## src/rtl/ext_bus_pkg.sv

```systemverilog
package ext_bus_pkg;
  typedef enum logic [2:0] {
    PH_IDLE,
    PH_ADDR,
    PH_SETUP,
    PH_STROBE,
    PH_RECOVER
  } xb_phase_e;
endpackage

```

## src/rtl/xb_phase_ctrl.sv

```systemverilog
module xb_phase_ctrl
  import ext_bus_pkg::*;
#(
  parameter int NORM_W = 3,
  parameter int LONG_W = 15
) (
  input  logic      clk,
  input  logic      rst,
  input  logic      start,
  input  logic      start_write,
  input  logic      start_stretch,
  output xb_phase_e phase_q,
  output xb_phase_e phase_nxt,
  output logic      write_nxt,
  output logic      sample_rd,
  output logic      ale_q,
  output logic      rd_n_q,
  output logic      wr_n_q,
  output logic      done_q
);
  localparam int CW = $clog2(LONG_W + 1);
  localparam logic [CW-1:0] NORM_LAST = CW'(NORM_W - 1);
  localparam logic [CW-1:0] LONG_LAST = CW'(LONG_W - 1);

  logic [CW-1:0] cnt_q, cnt_nxt;
  logic          write_q, stretch_q;
  logic          strobe_last;

  assign strobe_last = (cnt_q == (stretch_q ? LONG_LAST : NORM_LAST));
  assign write_nxt   = start ? start_write : write_q;
  assign sample_rd   = (phase_q == PH_STROBE) && strobe_last && !write_q;

  always_comb begin
    phase_nxt = phase_q;
    cnt_nxt   = cnt_q;
    unique case (phase_q)
      PH_IDLE:    if (start) phase_nxt = PH_ADDR;
      PH_ADDR:    phase_nxt = PH_SETUP;
      PH_SETUP: begin
        phase_nxt = PH_STROBE;
        cnt_nxt   = '0;
      end
      PH_STROBE: begin
        if (strobe_last) phase_nxt = PH_RECOVER;
        else             cnt_nxt   = cnt_q + 1'b1;
      end
      PH_RECOVER: phase_nxt = PH_IDLE;
      default:    phase_nxt = PH_IDLE;
    endcase
  end

  always_ff @(posedge clk) begin
    if (rst) begin
      phase_q   <= PH_IDLE;
      cnt_q     <= '0;
      write_q   <= 1'b0;
      stretch_q <= 1'b0;
      ale_q     <= 1'b0;
      rd_n_q    <= 1'b1;
      wr_n_q    <= 1'b1;
      done_q    <= 1'b0;
    end else begin
      phase_q <= phase_nxt;
      cnt_q   <= cnt_nxt;
      if (start) begin
        write_q   <= start_write;
        stretch_q <= start_stretch;
      end
      ale_q  <= (phase_nxt == PH_ADDR);
      rd_n_q <= !((phase_nxt == PH_STROBE) && !write_nxt);
      wr_n_q <= !((phase_nxt == PH_STROBE) && write_nxt);
      done_q <= (phase_nxt == PH_RECOVER);
    end
  end
endmodule

```

## src/rtl/xb_addr_path.sv

```systemverilog
module xb_addr_path #(
  parameter int HI_W = 8
) (
  input  logic            clk,
  input  logic            rst,
  input  logic            start,
  input  logic            ptr_mode,
  input  logic            page_mode,
  input  logic [HI_W-1:0] addr_hi,
  input  logic [HI_W-1:0] port_latch,
  output logic [HI_W-1:0] hi_q
);
  logic [HI_W-1:0] hi_sel;

  // Pointer high byte only for full pointer accesses outside page mode.
  assign hi_sel = (ptr_mode && !page_mode) ? addr_hi : port_latch;

  always_ff @(posedge clk) begin
    if (rst)        hi_q <= '0;
    else if (start) hi_q <= hi_sel;
  end
endmodule

```

## src/rtl/xb_data_path.sv

```systemverilog
module xb_data_path
  import ext_bus_pkg::*;
#(
  parameter int DW = 8
) (
  input  logic          clk,
  input  logic          rst,
  input  logic          start,
  input  xb_phase_e     phase_nxt,
  input  logic          write_nxt,
  input  logic          sample_rd,
  input  logic [DW-1:0] addr_lo,
  input  logic [DW-1:0] wdata,
  input  logic [DW-1:0] ad_in,
  output logic [DW-1:0] ad_out_q,
  output logic          ad_oe_q,
  output logic [DW-1:0] rdata_q
);
  logic [DW-1:0] wdata_q;

  always_ff @(posedge clk) begin
    if (rst) begin
      wdata_q  <= '0;
      ad_out_q <= '0;
      ad_oe_q  <= 1'b0;
      rdata_q  <= '0;
    end else begin
      if (start) wdata_q <= wdata;
      if (sample_rd) rdata_q <= ad_in;
      if (start) begin
        ad_out_q <= addr_lo;
        ad_oe_q  <= 1'b1;
      end else begin
        unique case (phase_nxt)
          PH_SETUP, PH_STROBE, PH_RECOVER: begin
            ad_out_q <= wdata_q;
            ad_oe_q  <= write_nxt;
          end
          default: ad_oe_q <= 1'b0;
        endcase
      end
    end
  end
endmodule

```

## src/rtl/ext_bus_seq.sv

```systemverilog
module ext_bus_seq
  import ext_bus_pkg::*;
#(
  parameter int DW     = 8,
  parameter int HI_W   = 8,
  parameter int NORM_W = 3,
  parameter int LONG_W = 15
) (
  input  logic            clk,
  input  logic            rst,
  input  logic            req_valid,
  input  logic            req_write,
  input  logic            req_ptr_mode,
  input  logic [DW-1:0]   req_addr_lo,
  input  logic [HI_W-1:0] req_addr_hi,
  input  logic [DW-1:0]   req_wdata,
  input  logic            req_stretch,
  input  logic            req_page_mode,
  input  logic [HI_W-1:0] req_port_latch,
  output logic            rsp_done,
  output logic [DW-1:0]   rsp_rdata,
  output logic [DW-1:0]   bus_ad_out,
  output logic            bus_ad_oe,
  input  logic [DW-1:0]   bus_ad_in,
  output logic [HI_W-1:0] bus_hi,
  output logic            bus_ale,
  output logic            bus_rd_n,
  output logic            bus_wr_n
);
  xb_phase_e phase_q, phase_nxt;
  logic      start, write_nxt, sample_rd;

  // Requests are taken only from the idle phase; all others are dropped.
  assign start = req_valid && (phase_q == PH_IDLE);

  xb_phase_ctrl #(.NORM_W(NORM_W), .LONG_W(LONG_W)) u_ctrl (
    .clk(clk), .rst(rst), .start(start),
    .start_write(req_write), .start_stretch(req_stretch),
    .phase_q(phase_q), .phase_nxt(phase_nxt), .write_nxt(write_nxt),
    .sample_rd(sample_rd), .ale_q(bus_ale), .rd_n_q(bus_rd_n),
    .wr_n_q(bus_wr_n), .done_q(rsp_done)
  );

  xb_addr_path #(.HI_W(HI_W)) u_addr (
    .clk(clk), .rst(rst), .start(start),
    .ptr_mode(req_ptr_mode), .page_mode(req_page_mode),
    .addr_hi(req_addr_hi), .port_latch(req_port_latch), .hi_q(bus_hi)
  );

  xb_data_path #(.DW(DW)) u_data (
    .clk(clk), .rst(rst), .start(start), .phase_nxt(phase_nxt),
    .write_nxt(write_nxt), .sample_rd(sample_rd),
    .addr_lo(req_addr_lo), .wdata(req_wdata), .ad_in(bus_ad_in),
    .ad_out_q(bus_ad_out), .ad_oe_q(bus_ad_oe), .rdata_q(rsp_rdata)
  );
endmodule

```

## config.mk

```make
export PLATFORM = sky130hd
export DESIGN_NAME = ext_bus_seq
export DESIGN_NICKNAME = d
export VERILOG_FILES = /design/src/rtl/ext_bus_pkg.sv /design/src/rtl/xb_phase_ctrl.sv /design/src/rtl/xb_addr_path.sv /design/src/rtl/xb_data_path.sv /design/src/rtl/ext_bus_seq.sv
export SDC_FILE = /design/constraint.sdc
export NUM_CORES = 1
export LEC_CHECK = 0
export ABC_CLOCK_PERIOD_IN_PS = 5220
export CAP_MARGIN = 40
export CORE_ASPECT_RATIO = 0.8
export CORE_UTILIZATION = 35
export CTS_CLUSTER_DIAMETER = 100
export CTS_CLUSTER_SIZE = 20
export DETAILED_ROUTE_END_ITERATION = 7
export PLACE_DENSITY = 0.66
export SLEW_MARGIN = 15
export SYNTH_ARGS = -nofsm -noshare
export SYNTH_HDL_FRONTEND = slang
export SYNTH_SLANG_ARGS = --single-unit
```

## constraint.sdc

```tcl
create_clock -name clk -period 5.22 [get_ports clk]
set_input_delay 1.566 -clock clk [delete_from_list [all_inputs] [get_ports clk]]
set_output_delay 1.566 -clock clk [all_outputs]
set_load 0.02 [all_outputs]
```

* Word level (Yosys, flattened, before mapping)
Index checks and enable logic that the tools add are counted.
** Operators by class
- Add/sub/neg operators :: 1
- Multiply operators :: 0
- Divide/modulo/power cells :: 0
- Magnitude comparators :: 0
- Equality and inequality tests :: 9
- Shift operators :: 0
- Multiplexer cells :: 12
- Bitwise operators :: 0
- Reduce and logical (&&, ||, !) cells :: 16
** Operators by type and width (number)
- 8-bit two-way mux :: 3
- 3-bit by 2-bit == test with 1-bit output, second input constant :: 4
- 3-bit one-hot mux with 4 select lines :: 1
- 4-bit two-way mux :: 2
- 4-bit one-hot mux with 2 select lines :: 1
- 3-bit by 1-bit == test with 1-bit output, second input constant :: 2
- 1-bit logical AND :: 6
- 3-bit two-way mux :: 2
- 1-bit logical NOT :: 5
- 4-bit by 1-bit adder with 4-bit output, second input constant :: 1
- 4-bit == test :: 1
- 2-bit nonzero test :: 2
- 3-bit == test, second input constant :: 1
- 3-bit logical NOT :: 1
- 1-bit two-way mux :: 3
- 3-bit OR reduction :: 1
- 2-bit inequality test, second input constant :: 1
- 2-bit AND reduction :: 1
** Word-level totals
- Bits in registers :: 46
- Bits in latches :: 0
- RAM bits :: 0
- Bits in read-only memories :: 0
- Input bits :: 47
- Output and inout port bits :: 29
- Word-level logic and storage cells :: 51
- Memories kept :: 0

* Longest topological paths before layout
- Depth after elaboration :: 8
- Depth in mapped cells :: 6
- Depth with buffers taken out :: 5

* Hierarchy
A second synthesis with hierarchy kept.
** Unflattened totals
- Cell total of the unflattened synthesis :: 210
- Area, all modules :: 2184.6 um2
** Modules (own cells, without submodules)
- xb_data_path :: times used 1, cells each 97, area an instance 1044.8 um2, sequential area each 500.5 um2
- xb_phase_ctrl :: times used 1, cells each 68, area an instance 639.4 um2, sequential area each 260.2 um2
- xb_addr_path :: times used 1, cells each 44, area an instance 485.5 um2, sequential area each 160.2 um2
- ext_bus_seq :: times used 1, cells each 1, area an instance 15.0 um2, sequential area each 0.0 um2

* Least setup slack after synthesis
Ideal clock, no wire load.
- Kind :: in2reg
- Start :: input port req_valid
- End :: register u_data.ad_out_q[7]
- Library setup time :: 91 ps
- Arrival :: 2603 ps
- Data required time :: 5129 ps
- Slack :: 2526 ps
- Stages on the path :: 5
- Buffers on the path :: 2
- Cell sequence :: or3_1 clkbuf_1 and2_1 clkbuf_1 a311oi_1
** Between the ends
- Longest elaborated chain between the ends :: 6
- Elaborated cells on any way between the ends :: 9
- Those cells by class :: eq/ne (3); mux (3); reduce/logical (3)
** RTL lines
- from (decl) :: line ext_bus_seq.sv:11 : input logic req_valid,
- 1-bit logical AND (*) :: line ext_bus_seq.sv:34 : assign start = req_valid && (phase_q == PH_IDLE);
- 3-bit two-way mux :: line xb_phase_ctrl.sv:37 : PH_IDLE: if (start) phase_nxt = PH_ADDR;
- 3-bit one-hot mux with 4 select lines :: line xb_phase_ctrl.sv:36 : unique case (phase_q)
- 3-bit == test or 3-bit by 2-bit == test with 1-bit output (tied branches) :: line xb_data_path.sv:34 : unique case (phase_nxt)
- 3-bit OR reduction :: line xb_data_path.sv:34
- 2-bit nonzero test (no source line)
- to (signal assigned) :: line xb_data_path.sv:31 : ad_out_q <= addr_lo;
- to (signal assigned) :: line xb_data_path.sv:36 : ad_out_q <= wdata_q;
- to (decl) :: line xb_data_path.sv:15 : output logic [DW-1:0] ad_out_q,
Mark *: on every way between the ends. The rest lies on a longest branch, timed or not.
A chain may end at the register's enable or synchronous reset.

* Worst setup path in the final report
- Start :: input port req_valid
- End :: register u_ctrl.wr_n_q
** Between the ends
- Longest elaborated chain between the ends :: 6
- Elaborated cells on any way between the ends :: 7
- Those cells by class :: eq/ne (1); mux (3); reduce/logical (3)
** RTL lines
- 1-bit logical AND (*) :: line ext_bus_seq.sv:34
- 3-bit two-way mux :: line xb_phase_ctrl.sv:37
- 3-bit one-hot mux with 4 select lines :: line xb_phase_ctrl.sv:36
- 3-bit by 2-bit == test with 1-bit output :: line xb_phase_ctrl.sv:71 : wr_n_q <= !((phase_nxt == PH_STROBE) && write_nxt);
- 1-bit logical AND (*) :: line xb_phase_ctrl.sv:71
- 1-bit logical NOT (*) :: line xb_phase_ctrl.sv:71
- to (signal assigned) :: line xb_phase_ctrl.sv:71
- to (decl) :: line xb_phase_ctrl.sv:18 : output logic wr_n_q,
Marked as above.

==> impl_results.md <==
* Detailed Routing Iterations Pass 1 at 4
* Die H at 68.9 um
* NetSw at ~0.00022 W
* Yosys reg bits at 46
* Crit. End Element: flop
* Clock network power share at a little under a third
* Final setup viols at 0
* GR peak layer: met2
* YS warnings at 0
* Rows at 23
* Pin count of the biggest net entering global routing at 37
* Number of antenna-violating nets in the routed design at 0
* GRT met2 Usage at 23.9%
* CP Launch Type: primary input
* Total Wirelength at 4500 um
* Crit-path max FO at 35
* Sequential fraction of the synthesis area at a little under half
* Share of power burned in registers at 47.8%
* Clock transition at the registers of the reported paths at ~0.080 ns
* Crit path DAT at roughly 3.3 ns
* Core area at ~5200 um2
* Worst Path Required at roughly 5.4 ns
* Area of the mapped netlist at ~2000 um2
* Final GP Congestion at just over 0.8
* Max Slew Vio Count at 0
* Met1 Track Usage GR at 23.3%
* Worst hold path class: reg2reg
* Setup TNS at 0 ns
* GR Util met3 at ~7.1%
* DP HPWL at between 3000 and 4000 um
* Max_cap viols at 0
* WL/cell at 12.5 um
* Mean post-synth cell area at roughly 9 um2
* Gate Count Post-Synth at 216
* Clk root buf: clkbuf_8
* Post-Synthesis Net Count at approximately 270
* Post-Place Worst Slack at 1.79 ns
* Chip width at approximately 86 um
* Slew @ Worst Pin at 0.639 ns
* Top area cells in the synthesized netlist: dfxtp_1 (47%), nand2_1 (9.4%), mux2i_1 (8.7%)
* GR Util All Layers at between 10% and 20%
* DR DRC count at 0
* Combinational share of power at ~20%
* Pint at roughly 0.0006 W
* Tcrit/Tclk final at 59.7%
* Clk_lat worst skew at roughly 0.30 ns
* Peak supply drop at about 0.099 mV
* Sw Ratio at about a quarter
* DIE AREA at about 6000 um2
* Vias at between 1,500 and 2,000
* Vias per inst at between 4 and 5
* Post-synth top cells: nand2_1 (49), dfxtp_1 (46), a21oi_1 (18)
* Post-synth EDFFs at 0
* Initial core utilization at between 30% and 40%
* Worst Skew at about 0.0085 ns
* Synth-to-layout area growth at 45.2%
* Vias in the first global route at between 1,500 and 2,000
* Status: completed
* Most area-hungry cell type in the Yosys netlist: dfxtp_1
* Gr ovfl total at 0
* Ys async rst share at 0%
* Sink Count at 46
* Post-synthesis cell type count at 37
* H-tree level count at 2
* Synth Flop Type: dfxtp_1
* Ratio of cells with drive above 1 in the final layout at under 10%
* Most common cell in the netlist: nand2_1
* CTS tree: done
* Maximum clock insertion buffer count at 2
* Input/output buffers at 75
* Crit path time final at 3.12 ns
* Initial antenna violation count at 0
* Cell Pwr Density at between 200 and 300 nW/um2
* Ports at 76
* Fin. Hold Viols at 0
* RSZ-0062 raised after global routing: false
* First-pass GRT wire length at approximately 7600 um
* Max-slew headroom at 57.4%
* Final net count at around 330
* Post-CTS Setup Inserts at 0
* Post-CTS sizing at 0
* Leak pwr at about 1.0 nW
* Antenna diode count at 0
* Iteration-0 DRC Markers at 74
* Setup CP Type: in2reg
* Max Fclk at between 300 and 400 MHz
* Post-CTS Hold Buffers at 0
* Clock buffer count from CTS at 5
* Synth top area share at between 40% and 50%
* Setup slack after layout at between 2 and 2.5 ns
-- cell families after synthesis --
group / after synthesis / synth area share, %
and+or+nand+nor: 82 / 20.7
AOI/OAI and AO/OA: 47 / 17.2
DFF: 46 / 47.0
buffers and inverters: 22 / 5.17
muxes: 17 / 8.68
adders and majority gates: 2 / 1.28
-- critical path, stage by stage --
cell and delay (ns):
clkdlybuf4s50_1 0.50, nor4b_4 0.19, buf_4 0.36, mux2i_1 0.17, or4b_1 0.50
-- flip-flops by register name, summed over array words and instances (netlist names) --
| signal | cells |
|---|---|
| u_ctrl.ale_q | 1 |
| u_data.ad_out_q | 8 |
| u_ctrl.done_q | 1 |
| u_ctrl.rd_n_q | 1 |
| u_ctrl.stretch_q | 1 |
| u_ctrl.phase_q | 3 |
| u_data.wdata_q | 8 |
| u_ctrl.cnt_q | 4 |
| u_addr.hi_q | 8 |
| u_data.ad_oe_q | 1 |
| u_ctrl.wr_n_q | 1 |
| u_data.rdata_q | 8 |
| u_ctrl.write_q | 1 |
-- metal layers --
metal / wire length, um / vias up
met5: 0 / -
met4: 25 / 0
met3: 364 / 4
met2: 1860 / 58
met1: 2240 / 788
li1: - / 903
-- through the flow --
stage | hold slack [ns] | std cells | utilization [%] | total power (W) | cell area (um2)
after floorplan | 0.440 | 216 | - | 0.000488 | 1960
after global placement | 0.445 | 351 | 52.6 | 0.000568 | 2740
after detailed placement | 0.448 | 351 | 52.6 | 0.000570 | 2740
after CTS | 0.465 | 359 | 54.7 | 0.000832 | 2850
after global routing | 0.479 | 359 | 54.7 | 0.000865 | 2850
final | 0.460 | 359 | 54.7 | 0.000825 | 2850
-- layout make-up --
class	instances	area (um2)
Sequential cell	46	921
Clock inverter	2	37.5
Timing Repair Buffer	77	766
Multi-Input combinational cell	148	938
Clock buffer	6	72.6
Tap cell	75	93.8
Fill cell	482	2360
Inverter	5	18.8
-- worst paths after layout --
| path | from | endpoint | slack (ns) | depth (start not counted) |
|---|---|---|---|---|
| worst max register to register | u_ctrl.cnt_q[1] | u_data.rdata_q[5] | 3.15 | 4 |
| worst max-delay path | req_valid | u_ctrl.wr_n_q | 2.10 | 5 |
| worst min register to register | u_data.rdata_q[4] | u_data.rdata_q[4] | 0.46 | 2 |
| worst min-delay path | u_data.rdata_q[4] | u_data.rdata_q[4] | 0.46 | 2 |
-- cells in the final DEF (no fill, tap or decap), drive strengths merged, types with 3 or more instances in the layout --
master and n:
nand2b 3, a211oi 12, mux2i 17, or3 3, a21oi 18, inv 4
dfxtp 46, clkdlybuf4s50 75, nand2 49, nor2 11, clkbuf 6, or4b 3
a311oi 8
-- power groups by stage --
stage	clock, W	combinational [W]	sequential (W)
finish	0.000263	0.000168	0.000394
global route	0.000283	0.000184	0.000397
CTS	0.000269	0.000169	0.000394
detailed placement	0	0.000169	0.000401
global placement	0	0.000168	0.000401
floorplan	0	0.0000706	0.000418
No activity file was read; power rests on OpenSTA's default activity.
